[src/rtl/mcast_hash_filter.sv]
module mcast_hash_filter #(
  parameter int unsigned SZ = 2
) (
  input  logic        clk,
  input  logic        rst_n,
  input  logic        csr_we,
  input  logic [7:0]  csr_addr,
  input  logic [31:0] csr_wdata,
  output logic [31:0] csr_rdata,
  input  logic        byte_valid,
  input  logic        byte_first,
  input  logic [7:0]  byte_data,
  output logic        dec_valid,
  output logic        dec_pass,
  output logic        dec_mcast
);
  localparam int unsigned NW = 1 << SZ;
  localparam int unsigned IW = 5 + SZ;
  localparam logic [7:0] A_FEAT = 8'h04;
  localparam logic [7:0] A_CTRL = 8'h08;
  localparam logic [7:0] A_HASH = 8'h10;

  logic [31:0] ctrl;
  logic [31:0] tbl [NW];
  logic [31:0] crc, crc_nx;
  logic [2:0]  cnt;
  logic        grp, bcast, bcast_nx, last, hit;
  logic [IW-1:0] idx;

  function automatic logic [31:0] crc_step(input logic [31:0] c, input logic [7:0] d);
    logic [31:0] r;
    r = c ^ {24'h0, d};
    for (int k = 0; k < 8; k++)
      r = r[0] ? ((r >> 1) ^ 32'hEDB88320) : (r >> 1);
    return r;
  endfunction

  assign crc_nx   = crc_step(byte_first ? 32'hFFFFFFFF : crc, byte_data);
  assign bcast_nx = (byte_first | bcast) & (byte_data == 8'hFF);
  assign last     = byte_valid && !byte_first && cnt == 3'd5;

  always_comb begin
    for (int j = 0; j < int'(IW); j++) idx[IW-1-j] = ~crc_nx[j];
  end
  assign hit = tbl[idx[IW-1:5]][idx[4:0]];

  always_ff @(posedge clk) begin
    if (!rst_n) begin
      ctrl <= '0;
      for (int i = 0; i < int'(NW); i++) tbl[i] <= '0;
    end else if (csr_we) begin
      if (csr_addr == A_CTRL) ctrl <= csr_wdata;
      for (int i = 0; i < int'(NW); i++)
        if (csr_addr == 8'(A_HASH + 4 * i)) tbl[i] <= csr_wdata;
    end
  end

  always_comb begin
    csr_rdata = '0;
    if (csr_addr == A_FEAT) csr_rdata[25:24] = 2'(SZ);
    if (csr_addr == A_CTRL) csr_rdata = ctrl;
    for (int i = 0; i < int'(NW); i++)
      if (csr_addr == 8'(A_HASH + 4 * i)) csr_rdata = tbl[i];
  end

  always_ff @(posedge clk) begin
    if (!rst_n) begin
      cnt <= '0; crc <= '0; grp <= 1'b0; bcast <= 1'b0;
      dec_valid <= 1'b0; dec_pass <= 1'b0; dec_mcast <= 1'b0;
    end else begin
      dec_valid <= last;
      if (byte_valid && byte_first) begin
        cnt <= 3'd1; crc <= crc_nx; grp <= byte_data[0]; bcast <= bcast_nx;
      end else if (byte_valid && cnt != 3'd0) begin
        cnt <= last ? 3'd0 : cnt + 3'd1;
        crc <= crc_nx; bcast <= bcast_nx;
      end
      if (last) begin
        dec_mcast <= grp;
        dec_pass  <= ctrl[0] | (grp & (bcast_nx | ctrl[2] | (ctrl[1] & hit)));
      end
    end
  end

  p_valid_pulse_r5: assert property (@(posedge clk) disable iff (!rst_n)
    dec_valid |=> !dec_valid);
  p_count_range_r5: assert property (@(posedge clk) disable iff (!rst_n)
    cnt <= 3'd5);
  p_promisc_pass_r7: assert property (@(posedge clk) disable iff (!rst_n)
    (dec_valid && $past(ctrl[0]) && $past(rst_n)) |-> dec_pass);
  p_unicast_drop_r8: assert property (@(posedge clk) disable iff (!rst_n)
    (dec_valid && !dec_mcast && !$past(ctrl[0])) |-> !dec_pass);
  p_pass_all_mc_r10: assert property (@(posedge clk) disable iff (!rst_n)
    (dec_valid && dec_mcast && $past(ctrl[2]) && $past(rst_n)) |-> dec_pass);
endmodule

[config.mk]
export PLATFORM = sky130hd
export DESIGN_NAME = mcast_hash_filter
export DESIGN_NICKNAME = d
export VERILOG_FILES = /design/src/rtl/mcast_hash_filter.sv
export SDC_FILE = /design/constraint.sdc
export NUM_CORES = 1
export LEC_CHECK = 0
export BUFFER_PORTS_ARGS = -buffer_cell sky130_fd_sc_hd__buf_4
export CORE_AREA = 2 2 196 198
export CTS_BUF_LIST = sky130_fd_sc_hd__clkbuf_4 sky130_fd_sc_hd__clkbuf_8
export DETAILED_ROUTE_END_ITERATION = 16
export DIE_AREA = 0 0 198 200
export GPL_TIMING_DRIVEN = 0
export PLACE_DENSITY = 0.53
export SETUP_SLACK_MARGIN = 0.2
export SLEW_MARGIN = 10
export SYNTH_ARGS = -nofsm -noshare
export SYNTH_HDL_FRONTEND = slang
export SYNTH_SLANG_ARGS = --single-unit
[constraint.sdc]
create_clock -name clk -period 4.15 [get_ports clk]
set_clock_uncertainty 0.1 [all_clocks]
set_input_delay 0.2075 -clock clk [delete_from_list [all_inputs] [get_ports clk]]
set_output_delay 0.2075 -clock clk [all_outputs]
set_load 0.03 [all_outputs]
==> flow_metrics.tcl, run 1 <==
set metrics [dict create \
    ant_nets 0 \
    peakVddDrop_mv 0.212 \
    dpl_cell_area_um2 12500 \
    async_flop_share 0 \
    ctsHtreeMaxLevel 4 \
    numPortBuffers 80 \
    crit_top_cell "clkbuf_1" \
    fmax_ghz 0.251 \
    n_antenna_cell 0 \
    post-dp-hpwl_mm 28.2 \
    cts_buffer_depth 2 \
    avgViaCountPerCell 5.19 \
    r2r_slack_ns 0.48 \
    cts.sinks 200 \
    place.gp.congestion 0.881 \
    cp_num_buf_inv 5 \
    rows 71 \
    p_sw_frac 0.361 \
    cts_setup_buffers 0 \
    synth_flop_cell "edfxtp_1" \
    internal-power_mw 3.40 \
    syn2layout_area_growth_pct 18.6 \
    p_per_area_nw_per_um2 402 \
    end_kind "output pin" \
    overflow 0 \
    synth_fp_nets 1195 \
    ys_seq_area_frac 0.473 \
    antenna_found_initial 0 \
    avgSynthCellArea_um2 9.80 \
    grt.met3_usage 0.0336 \
    cp-endpoint "csr_rdata[23]" \
    leakagePower_nw 5.09 \
    crit_slowest_cell "clkbuf_1" \
    final_cell_mix "nand2_1 (190), and2_1 (142), edfxtp_1 (128)" \
    cts_tree "yes" \
    cp.depth 7 \
    grt.met1_usage 0.281 \
    core_um2 37400 \
    die_y_um 200 \
    min_period_ns 3.98 \
    final_hold_viol_count 0 \
    fin_crit_sh 0.959 \
    cts_root_buf "clkbuf_8" \
    drive_above_1_share 0.132 \
    num_io_pins 88 \
    initial_core_util 0.298 \
    drt_wl_total_mm 40.3 \
    fin_nets 1332 \
    start_kind "primary input" \
    wl_per_cell_um 22.4 \
    pwr-share-comb 0.316 \
    yosysWarningCount 0 \
    arrival_ns 3.67 \
    dieArea_um2 39600 \
    synth-edff-count 128 \
    grt_setup_unrepaired "false" \
    path_delay_family "buffers and inverters" \
    crit_type "primary input to output pin" \
    busiest_layer "met2" \
    p_sw_mw 1.92 \
    finish.instance_area_um2 13200 \
    worstPathRequired_ns 3.84 \
    whs_ns 0.0285 \
    grt_pass1_wl_mm 59.1 \
    final_common_cell "nand2_1" \
    clock_latency_ns 0.51 \
    vias 9347 \
    synthCells 1139 \
    cap_violations 0 \
    ys_types 55 \
    timing.rr.end "dec_pass" \
    status "finished clean" \
    pwr-share-seq 0.433 \
    reg2regPathDepth 11 \
    crit_chain "buf_4 -> clkbuf_1 -> clkbuf_1 -> nand3_1 -> clkbuf_1 -> a31oi_1 -> buf_4" \
    grt_pass1_vias 9090 \
    grt_util_all_layers 0.206 \
    pwr-share-clk 0.250 \
    synthesis.area_um2 11200 \
    setup_violations 0 \
    path_max_fanout 10 \
    path_clk_slew_ns 0.09 \
    fp.dieW_um 198 \
    drtPass1Iterations 6 \
    tightest_slew_ns 1.06 \
    use_met2 0.336 \
    drc_errors 0 \
    utilization 0.354 \
    slowest_delay_ns 0.85 \
    r2r-start "crc[3]" \
    startpoint "csr_addr[2]" \
    relSlewSlack 0.294 \
    ys_ff_latch 200 \
    hold_path_class "primary input to flip-flop" \
    drv_slew 0 \
    drt_iter0_drc 1006 \
    grt_max_degree 25 \
    numCtsBuffers 17 \
]
worst reg2reg max path: cells and delay by family (launching register included):
kind	cells	cell delay, ns
compound gates	3	0.66
xor+xnor	2	0.81
buf+inv	3	1.13
flops	1	0.31
mux	3	0.53
layer usage:
metal / share of wire / wire [um]
met3: 0.066 / 2650
met1: 0.45 / 18000
met2: 0.46 / 18500
met5: 0 / 0
met4: 0.026 / 1060
repair_timing:
| action | 4_1_cts | 5_1_grt |
|---|---|---|
| hold buffers | 34 | 0 |
| resized for setup | 1 | 2 |
| endpoints found under the hold margin | 162 | 0 |
| endpoints found under the setup margin | 7 | 5 |
Yosys cell counts (8+ instances only):
cell      count  area [um2]
o21ai_0      33         165
a31oi_1      21         131
dfxtp_1      72        1440
mux2i_1      33         330
and2_1      142         888
a22oi_1      22         165
xor2_1       20         175
buf_6         8        90.1
a222oi_1     19         190
clkbuf_1     63         236
a211oi_1     26         195
a311oi_1     13         114
inv_1        22        82.6
a21boi_0     34         255
edfxtp_1    128        3840
xnor2_1      70         613
o211a_1      19         190
nor2_1       60         225
nand2_1     194         728
buf_2        15        75.1
and3_1       33         206
nand3_1       8        40.0
layout make-up:
type | count | area [um2]
timing repair buffer | 118 | 1020
clock buffer | 18 | 241
clock inverter | 14 | 161
multi-input combinational | 820 | 5330
inverter | 22 | 82.6
buffer | 97 | 480
tap | 511 | 639
fill | 3813 | 24200
sequential | 200 | 5290
power by group through the flow:
| stage | registers [mW] | clock network (mW) | logic [mW] |
|---|---|---|---|
| after global routing | 2.32 | 1.41 | 1.80 |
| after floorplan | 2.33 | 0 | 1.11 |
| after global placement | 2.35 | 0 | 1.62 |
| after CTS | 2.30 | 1.34 | 1.66 |
| after detailed placement | 2.35 | 0 | 1.63 |
| final | 2.31 | 1.33 | 1.68 |
cell families after synthesis:
family                   after synthesis  share of synthesized area
flip-flops                           200                      0.473
AND/OR/NAND/NOR                      464                      0.204
multiplexers                          40                     0.0387
adder cells (fa/ha/maj)                3                    0.00336
buffers and inverters                119                     0.0502
AO/OA/AOI/OAI                        216                      0.147
XOR/XNOR                              97                     0.0828
worst min-delay path by stage:
| stage | depth (start not counted) | slack [ns] | endpoint | from |
|---|---|---|---|---|
| finish | 3 | 0.03 | grp | byte_data[0] |
| global route | 3 | 0.03 | dec_pass | rst_n |
| CTS | 3 | 0.003 | grp | byte_data[0] |
| detailed placement | 2 | 0.35 | ctrl[4] | ctrl[4] |
| global placement | 2 | 0.34 | ctrl[4] | ctrl[4] |
| floorplan | 2 | 0.24 | ctrl[4] | csr_wdata[4] |
sequential cells by signal (all words and copies together), names as in the netlist:
signal     cells
tbl          128
crc           32
ctrl          32
cnt            3
bcast          1
dec_mcast      1
dec_pass       1
dec_valid      1
grp            1
per-stage QoR:
step / power [mW] / setup slack (ns) / setup TNS [ns] / instances
6_report: 5.32 / 0.169 / 0 / 1800
5_1_grt: 5.53 / 0.205 / 0 / 1800
4_1_cts: 5.30 / 0.297 / 0 / 1800
3_5_place_dp: 3.98 / 0.0669 / 0 / 1734
3_3_place_gp: 3.97 / -0.695 / -41.31 / 1730
2_1_floorplan: 3.44 / 1.21 / 0 / 1139
Power figures use the tool's default switching activity.
==> run 2: changes to the inputs <==
BUFFER_PORTS_ARGS = not set   (was -buffer_cell sky130_fd_sc_hd__buf_4)
CORE_AREA = 2 2 140 278   (was 2 2 196 198)
DIE_AREA = 0 0 142 280   (was 0 0 198 200)
DONT_BUFFER_PORTS = 1   (was not set)
PLACE_DENSITY = 0.51   (was 0.53)
==> flow_metrics.tcl, run 2 (synthesis gave the netlist of run 1 again) <==
set metrics [dict create \
    status "finished clean" \
    hold_path_class "primary input to flip-flop" \
    grt_max_degree 26 \
    r2r_slack_ns 0.47 \
    fin_nets 1254 \
    drt_wl_total_mm 42.6 \
    post-dp-hpwl_mm 31.5 \
    overflow 0 \
    path_max_fanout 10 \
    syn2layout_area_growth_pct 13.4 \
    grt_pass1_wl_mm 61.7 \
    die_y_um 280 \
    initial_core_util 0.295 \
    hold_path_depth 4 \
    antenna_found_initial 2 \
    drt_iter0_drc 714 \
    numCtsBuffers 17 \
    cap_violations 0 \
    path_clk_slew_ns 0.11 \
    leakagePower_nw 4.69 \
    peakVddDrop_mv 0.213 \
    cts_tree "yes" \
    wl_per_cell_um 25.4 \
    slowest_delay_ns 0.86 \
    p_per_area_nw_per_um2 420 \
    dieArea_um2 39800 \
    reg2regPathDepth 11 \
    worstPathRequired_ns 3.84 \
    path_delay_family "buffers and inverters" \
    fin_crit_sh 0.938 \
    post-place-ws_ns -0.196 \
    place_inst 1606 \
    timing.rr.end "dec_pass" \
    crit_top_cell "clkbuf_1" \
    place.gp.congestion 0.918 \
    arrival_ns 3.59 \
    min_period_ns 3.89 \
    num_io_pins 88 \
    utilization 0.335 \
    cts_buffer_depth 2 \
    numPortBuffers 0 \
    relSlewSlack 0.228 \
    clock_latency_ns 0.52 \
    vias 8992 \
    top_register "tbl" \
    fmax_ghz 0.257 \
    largest_reg_flops 128 \
    cts_root_buf "clkbuf_8" \
    final_cell_mix "nand2_1 (190), and2_1 (142), edfxtp_1 (128)" \
    grt_pass1_vias 9208 \
    r2r-start "crc[3]" \
    stdcell_count 1676 \
    whs_ns 0.0157 \
    crit_chain "clkbuf_1 -> clkbuf_1 -> nand3_1 -> clkbuf_1 -> a31oi_2" \
    ant_nets 0 \
    grt_util_all_layers 0.217 \
    drtPass1Iterations 5 \
    setup_slack_ns 0.257 \
    avgViaCountPerCell 5.37 \
    tightest_slew_ns 1.16 \
    power.total_mw 5.31 \
    final_common_cell "nand2_1" \
    cp_num_buf_inv 3 \
    cts.sinks 200 \
    start_kind "primary input" \
    final_hold_viol_count 0 \
    fp.dieW_um 142 \
    hp-start "byte_data[7]" \
    drc_errors 0 \
    crit_type "primary input to output pin" \
    setup_violations 0 \
    grt_setup_unrepaired "false" \
    end_kind "output pin" \
    ctsHtreeMaxLevel 4 \
    min_to "bcast" \
    core_um2 37800 \
    rows 101 \
    top_regs "tbl: 128 flops, crc: 32 flops, ctrl: 32 flops" \
    crit_slowest_cell "clkbuf_1" \
    drive_above_1_share 0.0784 \
    drv_slew 0 \
]
-- run 2: how the worst max path moves through the flow --
stage,depth (start not counted),slack (ns),startpoint,endpoint
floorplan,7,1.21,csr_addr[6],tbl[0][0]
global placement,7,-0.59,csr_addr[6],tbl[0][13]
detailed placement,7,-0.20,csr_addr[6],csr_rdata[21]
CTS,5,0.30,csr_addr[2],csr_rdata[21]
global route,5,0.26,csr_addr[2],csr_rdata[21]
finish,5,0.26,csr_addr[2],csr_rdata[21]
-- run 2: area by class of cell --
class	count	area (um2)
Buffer	97	479
Tap cell	463	579
Multi-Input combinational cell	820	5380
Antenna cell	2	5.00
Clock inverter	14	163
Sequential cell	200	5290
Clock buffer	18	241
Inverter	22	82.6
Fill cell	3869	25100
Timing Repair Buffer	40	440
-- run 2: through the flow --
| stage | instance area (um2) | TNS (ns) |
|---|---|---|
| finish | 12700 | 0 |
| global route | 12700 | 0 |
| CTS | 12600 | 0 |
| detailed placement | 11800 | -0.738 |
| global placement | 11700 | -27.87 |
| floorplan | 11200 | 0 |
-- run 2: where the power goes --
part           leakage (nW)  switching, mW  total [mW]  internal (mW)
Combinational          2.68           1.03        1.66          0.632
Clock                 0.206          0.782        1.34          0.559
Sequential             1.80         0.0751        2.31           2.23
-- run 2: routing by layer --
layer / routed length [um] / global-route usage / share of wire
met3: 2130 / 0.0389 / 0.050
met4: 3050 / 0.142 / 0.072
met1: 14800 / 0.218 / 0.35
met5: 0 / 0 / 0
met2: 22700 / 0.403 / 0.53
-- run 2: timing repair --
item / 4_1_cts / 5_1_grt
buffers inserted: 0 / 0
endpoints found under the setup margin: 8 / 0
hold buffers: 36 / 0
endpoints found under the hold margin: 167 / 0
gates resized for setup: 9 / 0
-- run 2: worst min-delay path, delay by kind of cell --
family / cells / cell delay, ns
simple gates: 3 / 0.31
compound gates: 1 / 0.07
